==> config.mk <==
export PLATFORM = sky130hd
export DESIGN_NAME = pkt_crc_gen
export DESIGN_NICKNAME = d
export VERILOG_FILES = /design/src/rtl/pkt_crc_pkg.sv /design/src/rtl/pkt_crc_ctrl.sv /design/src/rtl/pkt_crc_dp.sv /design/src/rtl/pkt_crc_gen.sv
export SDC_FILE = /design/constraint.sdc
export NUM_CORES = 1
export LEC_CHECK = 0
export ABC_AREA = 1
export BUFFER_PORTS_ARGS = -buffer_cell sky130_fd_sc_hd__buf_4
export CORE_MARGIN = 8
export CORE_UTILIZATION = 57
export DETAILED_ROUTE_END_ITERATION = 10
export PLACE_DENSITY = 0.85
export SLEW_MARGIN = 15
export SYNTH_ARGS = -nofsm -noshare
export SYNTH_HDL_FRONTEND = slang
export SYNTH_SLANG_ARGS = --single-unit
==> constraint.sdc <==
create_clock -name clk -period 2.7 [get_ports clk]
set_input_delay 0.405 -clock clk [delete_from_list [all_inputs] [get_ports clk]]
set_output_delay 0.405 -clock clk [all_outputs]
set_load 0.005 [all_outputs]
==> src/rtl/pkt_crc_pkg.sv <==
package pkt_crc_pkg;
  localparam int BYTE_W = 8;
  localparam int CRC_W  = 16;
  localparam int CFG_W  = 8;
  localparam int CNT_W  = $clog2(CRC_W);

  // control field positions (the write value is decoded here)
  localparam int POS_LSB   = 6;
  localparam int POS_DONLY = 5;
  localparam int POS_PKT   = 3;
  localparam int POS_CRC   = 2;

  typedef enum logic [1:0] {
    POLY_CCITT = 2'b00,
    POLY_IBM   = 2'b01,
    POLY_IEC   = 2'b10,
    POLY_ALT   = 2'b11
  } polySel_e;

  typedef struct packed {
    logic     lsbFirst;
    logic     dataOnly;
    logic     pktEn;
    logic     crcEn;
    polySel_e polySel;
  } cfgFields_t;

  typedef struct packed {
    logic preset;
    logic loadByte;
    logic loadCrc;
    logic shift;
    logic update;
  } dpStrobes_t;

  function automatic cfgFields_t decodeCfg(input logic [CFG_W-1:0] raw);
    cfgFields_t f;
    f.lsbFirst = raw[POS_LSB];
    f.dataOnly = raw[POS_DONLY];
    f.pktEn    = raw[POS_PKT];
    f.crcEn    = raw[POS_CRC];
    f.polySel  = polySel_e'(raw[1:0]);
    return f;
  endfunction

  function automatic logic [CRC_W-1:0] polyFor(input polySel_e sel,
                                               input logic [CRC_W-1:0] altPoly);
    case (sel)
      POLY_CCITT: return 16'h1021;
      POLY_IBM:   return 16'h8005;
      POLY_IEC:   return 16'h3D65;
      default:    return altPoly;
    endcase
  endfunction
endpackage

==> src/rtl/pkt_crc_ctrl.sv <==
module pkt_crc_ctrl
  import pkt_crc_pkg::*;
#(
  parameter logic [CFG_W-1:0] RESET_CFG = 8'b1000_1101
) (
  input  logic             clk,
  input  logic             rstN,
  input  logic             cfgWe,
  input  logic [CFG_W-1:0] cfgData,
  input  logic             sopPulse,
  input  logic             byteValid,
  input  logic             byteIsData,
  input  logic             lastByte,
  output logic             byteReady,
  output dpStrobes_t       strobes,
  output cfgFields_t       actCfg,
  output logic             txValid,
  output logic             txIsCrc,
  output logic             txLast,
  output logic             busy
);
  typedef enum logic [2:0] {
    ST_IDLE, ST_WAIT, ST_BYTE, ST_CRCLD, ST_CRC
  } state_e;

  state_e           state;
  logic [CFG_W-1:0] cfgReg;
  logic             covered;
  logic             lastFlag;
  logic [CNT_W-1:0] bitCnt;
  logic             crcOn;
  logic             cntZero;

  assign crcOn   = actCfg.pktEn && actCfg.crcEn;
  assign cntZero = (bitCnt == '0);
  assign busy    = (state != ST_IDLE);

  always_comb begin
    strobes   = '0;
    byteReady = 1'b0;
    txValid   = 1'b0;
    txIsCrc   = 1'b0;
    txLast    = 1'b0;
    case (state)
      ST_IDLE:  strobes.preset = sopPulse;
      ST_WAIT: begin
        byteReady        = 1'b1;
        strobes.loadByte = byteValid;
      end
      ST_BYTE: begin
        strobes.shift  = 1'b1;
        strobes.update = covered && crcOn;
        txValid        = 1'b1;
        txLast         = cntZero && lastFlag && !crcOn;
      end
      ST_CRCLD: strobes.loadCrc = 1'b1;
      ST_CRC: begin
        strobes.shift = 1'b1;
        txValid       = 1'b1;
        txIsCrc       = 1'b1;
        txLast        = cntZero;
      end
      default: ;
    endcase
  end

  always_ff @(posedge clk or negedge rstN) begin
    if (!rstN) begin
      state    <= ST_IDLE;
      cfgReg   <= RESET_CFG;
      actCfg   <= decodeCfg(RESET_CFG);
      covered  <= 1'b0;
      lastFlag <= 1'b0;
      bitCnt   <= '0;
    end else begin
      if (cfgWe) cfgReg <= cfgData;
      case (state)
        ST_IDLE: if (sopPulse) begin
          actCfg <= decodeCfg(cfgReg);
          state  <= ST_WAIT;
        end
        ST_WAIT: if (byteValid) begin
          covered  <= !actCfg.dataOnly || byteIsData;
          lastFlag <= lastByte;
          bitCnt   <= CNT_W'(BYTE_W - 1);
          state    <= ST_BYTE;
        end
        ST_BYTE: begin
          if (cntZero) begin
            if (!lastFlag)  state <= ST_WAIT;
            else if (crcOn) state <= ST_CRCLD;
            else            state <= ST_IDLE;
          end else begin
            bitCnt <= bitCnt - 1'b1;
          end
        end
        ST_CRCLD: begin
          bitCnt <= CNT_W'(CRC_W - 1);
          state  <= ST_CRC;
        end
        ST_CRC: begin
          if (cntZero) state <= ST_IDLE;
          else         bitCnt <= bitCnt - 1'b1;
        end
        default: state <= ST_IDLE;
      endcase
    end
  end
endmodule

==> src/rtl/pkt_crc_dp.sv <==
module pkt_crc_dp
  import pkt_crc_pkg::*;
#(
  parameter logic [CRC_W-1:0] ALT_POLY = 16'h8BB7
) (
  input  logic              clk,
  input  logic              rstN,
  input  dpStrobes_t        strobes,
  input  logic [BYTE_W-1:0] byteData,
  input  logic              lsbFirst,
  input  polySel_e          polySel,
  output logic              txBit,
  output logic [CRC_W-1:0]  crcValue
);
  localparam int NBYTES = CRC_W / BYTE_W;

  logic [CRC_W-1:0]  shiftReg;
  logic [CRC_W-1:0]  crcReg;
  logic [CRC_W-1:0]  crcNext;
  logic [CRC_W-1:0]  crcOrdered;
  logic [CRC_W-1:0]  poly;
  logic [BYTE_W-1:0] byteOrdered;

  assign poly     = polyFor(polySel, ALT_POLY);
  assign txBit    = shiftReg[CRC_W-1];
  assign crcValue = crcReg;

  // the shifter always emits its top bit, so LSB-first order is a byte mirror
  always_comb begin
    for (int i = 0; i < BYTE_W; i++)
      byteOrdered[i] = lsbFirst ? byteData[BYTE_W-1-i] : byteData[i];
  end

  generate
    for (genvar k = 0; k < NBYTES; k++) begin : g_crcByte
      for (genvar j = 0; j < BYTE_W; j++) begin : g_bit
        assign crcOrdered[k*BYTE_W+j] =
          lsbFirst ? crcReg[k*BYTE_W+BYTE_W-1-j] : crcReg[k*BYTE_W+j];
      end
    end
  endgenerate

  always_comb begin
    crcNext = {crcReg[CRC_W-2:0], 1'b0};
    if (crcReg[CRC_W-1] ^ txBit) crcNext = crcNext ^ poly;
  end

  always_ff @(posedge clk or negedge rstN) begin
    if (!rstN) begin
      shiftReg <= '0;
      crcReg   <= '1;
    end else begin
      if (strobes.preset)      crcReg <= '1;
      else if (strobes.update) crcReg <= crcNext;

      if (strobes.loadByte)
        shiftReg <= {byteOrdered, {(CRC_W-BYTE_W){1'b0}}};
      else if (strobes.loadCrc)
        shiftReg <= crcOrdered;
      else if (strobes.shift)
        shiftReg <= {shiftReg[CRC_W-2:0], 1'b0};
    end
  end
endmodule

==> src/rtl/pkt_crc_gen.sv <==
module pkt_crc_gen
  import pkt_crc_pkg::*;
#(
  parameter logic [CRC_W-1:0] ALT_POLY  = 16'h8BB7,
  parameter logic [CFG_W-1:0] RESET_CFG = 8'b1000_1101
) (
  input  logic              clk,
  input  logic              rstN,
  input  logic              cfgWe,
  input  logic [CFG_W-1:0]  cfgData,
  input  logic              sopPulse,
  input  logic              byteValid,
  input  logic [BYTE_W-1:0] byteData,
  input  logic              byteIsData,
  input  logic              lastByte,
  output logic              byteReady,
  output logic              txValid,
  output logic              txBit,
  output logic              txIsCrc,
  output logic              txLast,
  output logic [CRC_W-1:0]  crcValue
);
  dpStrobes_t strobes;
  cfgFields_t actCfg;
  logic       busy;

  pkt_crc_ctrl #(.RESET_CFG(RESET_CFG)) u_ctrl (
    .clk(clk), .rstN(rstN), .cfgWe(cfgWe), .cfgData(cfgData),
    .sopPulse(sopPulse), .byteValid(byteValid), .byteIsData(byteIsData),
    .lastByte(lastByte), .byteReady(byteReady), .strobes(strobes),
    .actCfg(actCfg), .txValid(txValid), .txIsCrc(txIsCrc),
    .txLast(txLast), .busy(busy)
  );

  pkt_crc_dp #(.ALT_POLY(ALT_POLY)) u_dp (
    .clk(clk), .rstN(rstN), .strobes(strobes), .byteData(byteData),
    .lsbFirst(actCfg.lsbFirst), .polySel(actCfg.polySel),
    .txBit(txBit), .crcValue(crcValue)
  );
endmodule

# Word level (Yosys, flattened, before mapping)
# Index checks and enable logic that the tools add are counted.
[totals]
register_bits = 54
in_bits = 23
out_inout_bits = 21
word_cells = 93
[op_classes]
n_addsub = 1
eq_ne = 11
n_mux = 49
n_bitwise = 2
reduce_logical = 18
[op_table]
columns = ["op", "n"]
rows = [
  ["2-to-1 mux 16 bit", 6],
  ["one-hot mux 16 bit (3 select lines)", 1],
  ["2-to-1 mux 1 bit", 31],
  ["bitwise XOR 16 bit", 1],
  ["2-to-1 mux 3 bit", 5],
  ["one-hot mux 3 bit (5 select lines)", 1],
  ["one-hot mux 4 bit (3 select lines)", 1],
  ["2-to-1 mux 4 bit", 2],
  ["== test 3 x 2 -> 1 bit (second input constant)", 2],
  ["!= test 2 bit (second input constant)", 3],
  ["nonzero test 3 bit", 2],
  ["logical AND 1 bit", 4],
  ["zero test 4 bit", 1],
  ["!= test 2 x 1 -> 1 bit (second input constant)", 2],
  ["AND reduction 2 bit", 2],
  ["AND reduction 4 bit", 1],
  ["subtractor 4 x 1 -> 4 bit (second input constant)", 1],
  ["== test 3 x 1 -> 1 bit (second input constant)", 1],
  ["== test 3 bit (second input constant)", 1],
  ["zero test 3 bit", 1],
  ["AND reduction 3 bit", 1],
  ["== test 2 x 1 -> 1 bit (second input constant)", 1],
  ["== test 2 bit (second input constant)", 1],
  ["zero test 1 bit", 2],
  ["other kinds (7)", 7],
]

# Longest topological paths before layout
# Gate-level depths: netlist (run 1).
[logic_depth]
depth_word = 6
mapped_depth = 9
mapped_depth_nobuf = 9

# Cells and area by module
# From an unflattened synthesis (run 1), not the netlist that was laid out.
[hier_totals]
cells_unflattened = 461
area_unflattened_um2 = 3324.4
[modules_own_cells]
columns = ["mod", "n_inst", "cells_each", "area_each_um2"]
rows = [
  ["pkt_crc_dp", 1, 328, 2194.6],
  ["pkt_crc_ctrl", 1, 133, 1129.8],
]

# Worst setup path after synthesis (run 1)
# No wires, ideal clock.
[synth_timing]
path_kind = "reg-to-output"
from = "register u_ctrl.bitCnt[0]"
to = "output txLast"
arrival_ns = 1.208
required_time_ns = 2.295
path_slack_ns = 1.087
path_stages_with_launch = 7
n_path_buf = 0
path_cell_list = "dfrtp_1 inv_1 ha_1 nand2_1 nor2_1 inv_1 a211oi_1"
[synth_between]
elab_chain_cells = 4
[synth_rtl]
columns = ["element", "line", "source"]
rows = [
  ["start, declared", "pkt_crc_ctrl.sv:30", "logic [CNT_W-1:0] bitCnt;"],
  ["start signal, assigned", "pkt_crc_ctrl.sv:85", "bitCnt <= CNT_W'(BYTE_W - 1);"],
  ["start signal, assigned", "pkt_crc_ctrl.sv:94", "bitCnt <= bitCnt - 1'b1;"],
  ["start signal, assigned", "pkt_crc_ctrl.sv:98", "bitCnt <= CNT_W'(CRC_W - 1);"],
  ["zero test 4 bit (*)", "pkt_crc_ctrl.sv:35", "assign cntZero = (bitCnt == '0);"],
  ["logical AND 1 bit (2 in a row)", "pkt_crc_ctrl.sv:54", "txLast = cntZero && lastFlag && !crcOn;"],
  ["one-hot mux 1 bit (2 select lines) (*)", "pkt_crc_ctrl.sv:44", "case (state)"],
  ["end, declared", "pkt_crc_gen.sv:20", "output logic txLast,"],
]
# Mark *: on every way between the ends. The rest lies on a longest branch, timed or not.

# Worst setup path after layout (run 1)
# Same ends and word-level chain as after synthesis.

==> flow_summary_export.csv, run 1 <==
group,metric,value,unit
timing,finalHoldViolCount,0,
critical_path,endpoint_kind,"output pin",
route,dr_total_vias,2918,
critical_path,rrSetupSlack,0.73,ns
critical_path,critical_path_class,"reg2out",
timing,whs,0.118,ns
clock_network,root_buffer,"clkbuf_8",
critical_path,slowest_stage,"dfrtp_1",
floorplanning,placementRows,27,
clock_network,cts_tree,"done",
route,route.detailed.drc,0,
critical_path,crit_arrival,1.85,ns
grt,grt_pass1_wl,13.3,mm
critical_path,cp_max_fo,4,
worst_hold_path,hp-class,"in2async",
layout,diodes,0,
synth,ys_ff_latch,53,
synth,synthFlopType,"dfrtp_1",
synth,avgSynthCellArea,7.41,um^2
grt,grt_antenna_before_repair,0,
grt,grt_pass1_vias,2867,
clock_network,numClockSinks,53,
route,routed_via_density,5.43,
place,io_buffers,41,
synth,synth_top_family_by_area,"simple AND/OR/NAND/NOR gates",
layout,final_cell_mix,"nand2_1 (152), nand3_1 (52), o21ai_0 (50)",
layout,utilization,66.3,%
synth,syn-num-nets,457,
route,antenna_left,0,
power_and_ir_drop,comb_power_share,52.0,%
power_and_ir_drop,clkPwrFrac,13.5,%
power_and_ir_drop,p_sw_share,46.5,%
clock_network,clk_latency,0.31,ns
critical_path,crit_chain,"inv_1 -> ha_1 -> nand2_1 -> nor2_1 -> inv_1 -> a211oi_1 -> buf_4",
clock_network,ctsLongestPathBuffers,2,
clock_network,post_cts_buffers,0,
layout,final_cell_count_no_fill,537,
synth,synth-adder-area-share,0.781,%
synth,synth_seq_area_share,42.3,%
outcome,outcome,"finished, final reports clean",
synth,synth_largest_area_cell,"dfrtp_1",
timing,worst_pin_slew,0.761,ns
grt,grt_max_degree,54,
layout,fillers,471,
clock_network,clkSlewWorstSetupHoldPaths,0.09,ns
place,dpl.hpwl,5.34,mm
synth,synthMuxAreaShare,0,%
synth,synth-edff-count,0,
place,dpl.cell_count,529,
critical_path,critical_path.max_stage_delay,0.42,ns
timing,fin_skew,0.00517,ns
floorplanning,io_pins,44,
power_and_ir_drop,p_int,0.00223,W
synth,synth_compound_area_share,11.4,%
floorplanning,die_w,91.0,um
route,wl_per_cell,14.0,um
critical_path,start_kind,"flop",
synth,yosys-top-cells-area,"dfrtp_1 (24%), dfstp_2 (18%), nand2_1 (18%)",
synth,yosys.area_share.simple,34.3,%
critical_path,cpMostUsedCell,"inv_1",
grt,grt_overflow_total,0,
synth,synth_area,3200,um^2
clock_network,cts_made_buffers,5,
timing,min_period_over_period,83.4,%
route,drtPass1Iterations,5,
route,routed_wl,7.50,mm
timing,timing.setup.tns,0,ns
layout,drive_above_1_share,20.4,%
place,globalplace.congestion,0.876,
synth,synthArstFlopShare,100,%
clock_network,cts-htree-levels,2,
floorplanning,core,5470,um^2
layout,fin_nets,489,
power_and_ir_drop,vdd_drop_max,0.547,mV
synth,yosys_warnings,0,
timing,fmax,444,MHz
synth,postSynthCellCount,432,
timing,fin_crit,2.25,ns
floorplanning,start_util,58.5,%
synth,synth_top_area_share,24.2,%
power_and_ir_drop,power_frac_seq,34.5,%
job,maxCapViolCount,0,
synth,yosys.cell_types.count,34,
timing,slew_headroom,49.1,%
grt,grt_usage,18.9,%
timing,slew_violations,0,
timing,setup-violations-final,0,
layout,final_common_cell,"nand2_1",
power_and_ir_drop,p_sw,0.00194,W
route,drtIter0Drc,264,
floorplanning,die_h,91.0,um
clock_network,post_cts_resized,0,
critical_path,crit_required,2.30,ns
clock_network,cts_hold_buf,0,
power_and_ir_drop,power_leakage,1.86,nW
layout,synthToLayoutAreaGrowth,13.2,%
floorplanning,die_area,8270,um^2
synth,synth_xor_area_share,1.64,%
power_and_ir_drop,power.density,1150,nW/um^2
timing,grt_setup_unrepaired,"no",
[registers in the layout, indices dropped and copies added, names as in the netlist]
signal and flops:
u_ctrl.lastFlag 1, u_dp.shiftReg 16, u_ctrl.bitCnt 4, u_ctrl.state 3, u_ctrl.covered 1, u_dp.crcValue 16, u_ctrl.actCfg 6, u_ctrl.cfgReg 6
[worst paths after layout]
kind,start,endpoint,cells past startpoint
max in group asynchronous,rstN,u_dp.shiftReg[7]$_DFFE_PN0P_,1
max,u_ctrl.bitCnt[0]$_DFFE_PN0P_,txLast,7
min reg2reg,u_dp.shiftReg[5]$_DFFE_PN0P_,u_dp.shiftReg[5]$_DFFE_PN0P_,2
min,rstN,u_ctrl.bitCnt[3]$_DFFE_PN0P_,1
max reg2reg,u_ctrl.state[0]$_DFFE_PN0P_,u_dp.crcValue[10]$_DFFE_PN1P_,7
min in group clk,cfgData[6],u_ctrl.cfgReg[6]$_DFFE_PN0P_,3
[kinds of logic after synthesis]
| group | count (synthesis) |
|---|---|
| AND/OR/NAND/NOR | 235 |
| buffers and inverters | 70 |
| AO/OA/AOI/OAI | 66 |
| flip-flops | 53 |
| XOR/XNOR | 6 |
| adder cells (fa/ha/maj) | 2 |
[power groups by stage]
stage,clock network (W),logic (W),registers (W)
after floorplan,0,0.00173,0.00134
after global placement,0,0.00206,0.00143
after detailed placement,0,0.00214,0.00144
after CTS,0.000577,0.00216,0.00143
after global routing,0.000603,0.00246,0.00148
final,0.000561,0.00217,0.00144
[worst max-delay path, delay by kind of cell, from the launching register on]
family | cells | cell delay, ns
adders and majority gates | 1 | 0.16
buffers and inverters | 3 | 0.40
DFF | 1 | 0.42
and+or+nand+nor | 2 | 0.31
AOI/OAI and AO/OA | 1 | 0.25
[area by class of cell]
cell class                      instances  area, um^2  area share (%)
Clock inverter                          2        37.5            1.03
Multi-Input combinational cell        309        1540            42.5
Clock buffer                            6        82.6            2.28
Sequential cell                        53        1350            37.3
Tap cell                               72        90.1            2.48
Inverter                               52         199            5.48
Timing Repair Buffer                   43         323            8.90
[Yosys cell counts, types with 4 or more instances]
cell and instances:
o21ai_0 50, inv_1 49, nand2_1 152, a21oi_1 7, nand2_4 4, clkbuf_1 8, buf_2 5, nand3_1 52
nand4_1 5, dfrtp_1 31, dfstp_2 22, o21ai_2 4, nor2_1 9
[per-stage QoR]
step | instance area (um^2) | worst slack, ns | power [W]
3_3_place_gp | 3510 | 0.840 | 0.00350
5_1_grt | 3630 | 0.317 | 0.00455
4_1_cts | 3630 | 0.424 | 0.00417
3_5_place_dp | 3510 | 0.781 | 0.00358
2_1_floorplan | 3200 | 1.09 | 0.00307
6_report | 3630 | 0.449 | 0.00417
[layer usage]
metal / part of all wire, % / GRT usage (%) / routed length [um]
met1: 43 / 23.4 / 3250
met2: 48 / 31.7 / 3570
met3: 7.8 / 4.86 / 584
met4: 1.3 / 5.73 / 98
met5: 0 / 0 / 0
(Power assumes the default switching activity.)
==> run 2: changes to the inputs <==
Settings changed: ABC_AREA 1 to 0, PLACE_DENSITY 0.85 to 0.86.
Clock period 2.7 ns to 2.16 ns, I/O delays scaled along.
==> run 2 against run 1 <==
Net effect: non-clock buffer count is 5 higher; area after synthesis is 9.1% lower; routed wire length is 12% lower; synthesized cell count is 31% lower; count of clock-buffer cells in the layout is 1 higher; setup slack worse by 0.29 ns; first-iteration DRC count is 34% lower; cell count is 24% lower; power is 6.5% lower; global-route usage is 0.50 points lower; critical endpoint unchanged; cell area is 7.9% lower.
==> flow_summary_export.csv, run 2 <==
group,metric,value,unit
route,antenna_left,0,
grt,grt_pass1_wl,11.2,mm
power_and_ir_drop,comb_power_share,41.3,%
power_and_ir_drop,vdd_drop_max,0.606,mV
grt,grt_max_degree,54,
critical_path,r2r_end,"u_dp.shiftReg[8]$_DFFE_PN0P_",
synth,yosys.area_share.simple,16.7,%
synth,syn-num-nets,322,
route,drtIter0Drc,174,
critical_path,crit_arrival,1.68,ns
synth,synth_top_area_share,26.7,%
route,routed_wl,6.63,mm
synth,yosys_warnings,0,
layout,final_common_cell,"buf_4",
timing,whs,0.0329,ns
layout,drive_above_1_share,31.3,%
power_and_ir_drop,p_sw,0.00153,W
place,globalplace.congestion,0.886,
clock_network,cts_tree,"done",
route,routed_via_density,5.84,
route,dr.max_layer_used,"met4",
synth,avgSynthCellArea,9.80,um^2
route,dr_total_vias,2371,
route,drtPass1Iterations,5,
synth,synth-adder-area-share,0.860,%
route,route.detailed.drc,0,
synth,ys_ff_latch,53,
synth,synth_compound_area_share,15.1,%
place,dpl.hpwl,4.71,mm
outcome,outcome,"finished, final reports clean",
critical_path,cp_max_fo,15,
floorplanning,die_w,87.5,um
grt,grt_antenna_before_repair,0,
layout,diodes,0,
grt,grt_overflow_total,0,
layout,utilization,66.7,%
place,io_buffers,41,
layout,multi_input_area,1410,um^2
critical_path,start_kind,"flop",
power_and_ir_drop,power.density,1170,nW/um^2
synth,yosys.cell_types.count,49,
clock_network,cts_made_buffers,5,
power_and_ir_drop,p_int,0.00237,W
route,wl_met3,479,um
synth,synthArstFlopShare,100,%
synth,yosysMostFrequentCell,"nand2_1",
synth,yosys-top-cells-area,"dfrtp_1 (27%), dfstp_2 (20%), mux2i_1 (6.2%)",
floorplanning,start_util,58.1,%
timing,slew_headroom,56.3,%
job,maxCapViolCount,0,
power_and_ir_drop,power_frac_seq,43.6,%
timing,timing.setup.tns,0,ns
power_and_ir_drop,clkPwrFrac,15.2,%
place,placed_area,3240,um^2
critical_path,cp-endpoint,"txLast",
layout,fin_nets,360,
critical_path,r2r-start,"u_ctrl.state[0]$_DFFE_PN0P_",
timing,slew_violations,0,
power_and_ir_drop,power_leakage,1.45,nW
timing,setup-violations-final,0,
timing,min_period_over_period,92.8,%
critical_path,critical_path_class,"reg2out",
floorplanning,die_area,7650,um^2
layout,synthToLayoutAreaGrowth,14.8,%
critical_path,worst_r2r_path_depth,5,
clock_network,numClockSinks,53,
critical_path,endpoint_kind,"output pin",
synth,synthMuxAreaShare,11.6,%
synth,synth_largest_area_cell,"dfrtp_1",
timing,fin_skew,0.00931,ns
route,wl_met1,2.90,mm
synth,synth-edff-count,0,
synth,synth_xor_area_share,3.91,%
timing,fin_crit,2.00,ns
synth,synth_area,2910,um^2
synth,synth_common_cells,"nand2_1 (41), dfrtp_1 (31), o21ai_0 (26), a21oi_1 (23), nor2_1 (23)",
layout,register_area,1350,um^2
clock_network,cts_hold_buf,0,
synth,synthFlopType,"dfrtp_1",
layout,fillers,414,
timing,finalHoldViolCount,0,
layout,final_cell_mix,"buf_4 (48), nand2_1 (41), dfrtp_1 (31)",
route,dr_wl_met2,3.14,mm
floorplanning,die_h,87.5,um
clock_network,clk_latency,0.31,ns
clock_network,clkSlewWorstSetupHoldPaths,0.10,ns
synth,synth_top_family_by_area,"simple AND/OR/NAND/NOR gates",
timing,worst_pin_slew,0.655,ns
power_and_ir_drop,p_sw_share,39.2,%
synth,synth_seq_area_share,46.5,%
clock_network,cts-htree-levels,2,
route,wl_per_cell,16.3,um
floorplanning,placementRows,26,
timing,fmax,499,MHz
power_and_ir_drop,power.total,0.00390,W
grt,grt_pass1_vias,2265,
grt,grt_usage,18.4,%
critical_path,crit_required,1.84,ns
critical_path,critical_path.startpoint,"u_ctrl.state[0]$_DFFE_PN0P_",
clock_network,ctsLongestPathBuffers,2,
timing,grt_setup_unrepaired,"no",
floorplanning,core,5010,um^2
clock_network,root_buffer,"clkbuf_8",
worst_hold_path,hp-class,"in2async",
synth,postSynthCellCount,297,
floorplanning,io_pins,44,
critical_path,rrSetupSlack,0.28,ns
layout,design_area,3340,um^2
run 2: cell count changes in the layout (fill, tap and decap cells not counted), sizes merged, moves of 4 or more:
cell / previous run / this run
nand2: 159 / 41
nand3: 55 / 6
inv: 51 / 8
o21ai: 54 / 26
mux2i: 0 / 18
a21oi: 8 / 24
mux2: 0 / 14
nor2: 11 / 24
nor3: 1 / 11
buf: 43 / 48
nand4: 5 / 0
a221oi: 0 / 4
nor3b: 0 / 4
xor2: 3 / 7
run 2: cell type report:
type                       count  share of cell area [%]
clock buffer                   7                    2.58
clock inverter                 1                   0.225
inverter                       9                    1.16
multi-input combinational    218                    42.1
sequential                    53                    40.5
tap                           70                    2.62
timing repair buffer          48                    10.8
run 2: logic make-up after synthesis:
family	count (synthesis)
AOI/OAI and AO/OA	72
xor gates and xnor gates	13
adders and majority gates	2
buffers and inverters	26
DFF	53
muxes	32
and+or+nand+nor	99
run 2: what timing repair did:
action | CTS | global route
endpoints found under the setup margin | 0 | 1
setup buffers | 0 | 0
resized for setup | 0 | 1
hold endpoints to repair | 0 | 0
run 2: worst min path at each step:
stage | from | endpoint | slack, ns | cells past startpoint
2_1_floorplan | rstN | u_ctrl.actCfg[1]$_DFFE_PN0P_ | 0.03 | 0
3_3_place_gp | rstN | u_dp.shiftReg[0]$_DFFE_PN0P_ | 0.40 | 1
3_5_place_dp | rstN | u_dp.shiftReg[0]$_DFFE_PN0P_ | 0.40 | 1
4_1_cts | rstN | u_dp.shiftReg[0]$_DFFE_PN0P_ | 0.05 | 1
5_1_grt | rstN | u_dp.shiftReg[6]$_DFFE_PN0P_ | 0.08 | 1
6_report | rstN | u_dp.shiftReg[0]$_DFFE_PN0P_ | 0.03 | 1
run 2: layer usage:
layer | global-route usage (%) | up-vias
li1 | - | 1124
met1 | 23.8 | 1159
met2 | 28.9 | 79
met3 | 4.91 | 9
met4 | 6.09 | 0
met5 | 0 | -
run 2: power groups by stage:
stage               sequential (W)  clock, W  combinational, W
floorplan                  0.00156         0           0.00130
finish                     0.00170  0.000592           0.00161
global route               0.00174  0.000646           0.00179
CTS                        0.00169  0.000595           0.00162
detailed placement         0.00170         0           0.00160
global placement           0.00169         0           0.00154
run 2: stage by stage:
step | worst slack (ns) | cells
4_1_cts | 0.0873 | 406
2_1_floorplan | 0.633 | 297
6_report | 0.156 | 406
5_1_grt | 0.0829 | 406
3_3_place_gp | 0.366 | 398
3_5_place_dp | 0.333 | 398
run 2: worst max-delay path, stage by stage (launching register included):
cell	delay (ns)
dfrtp_1	0.56
or3b_4	0.51
a21oi_1	0.17
buf_4	0.14
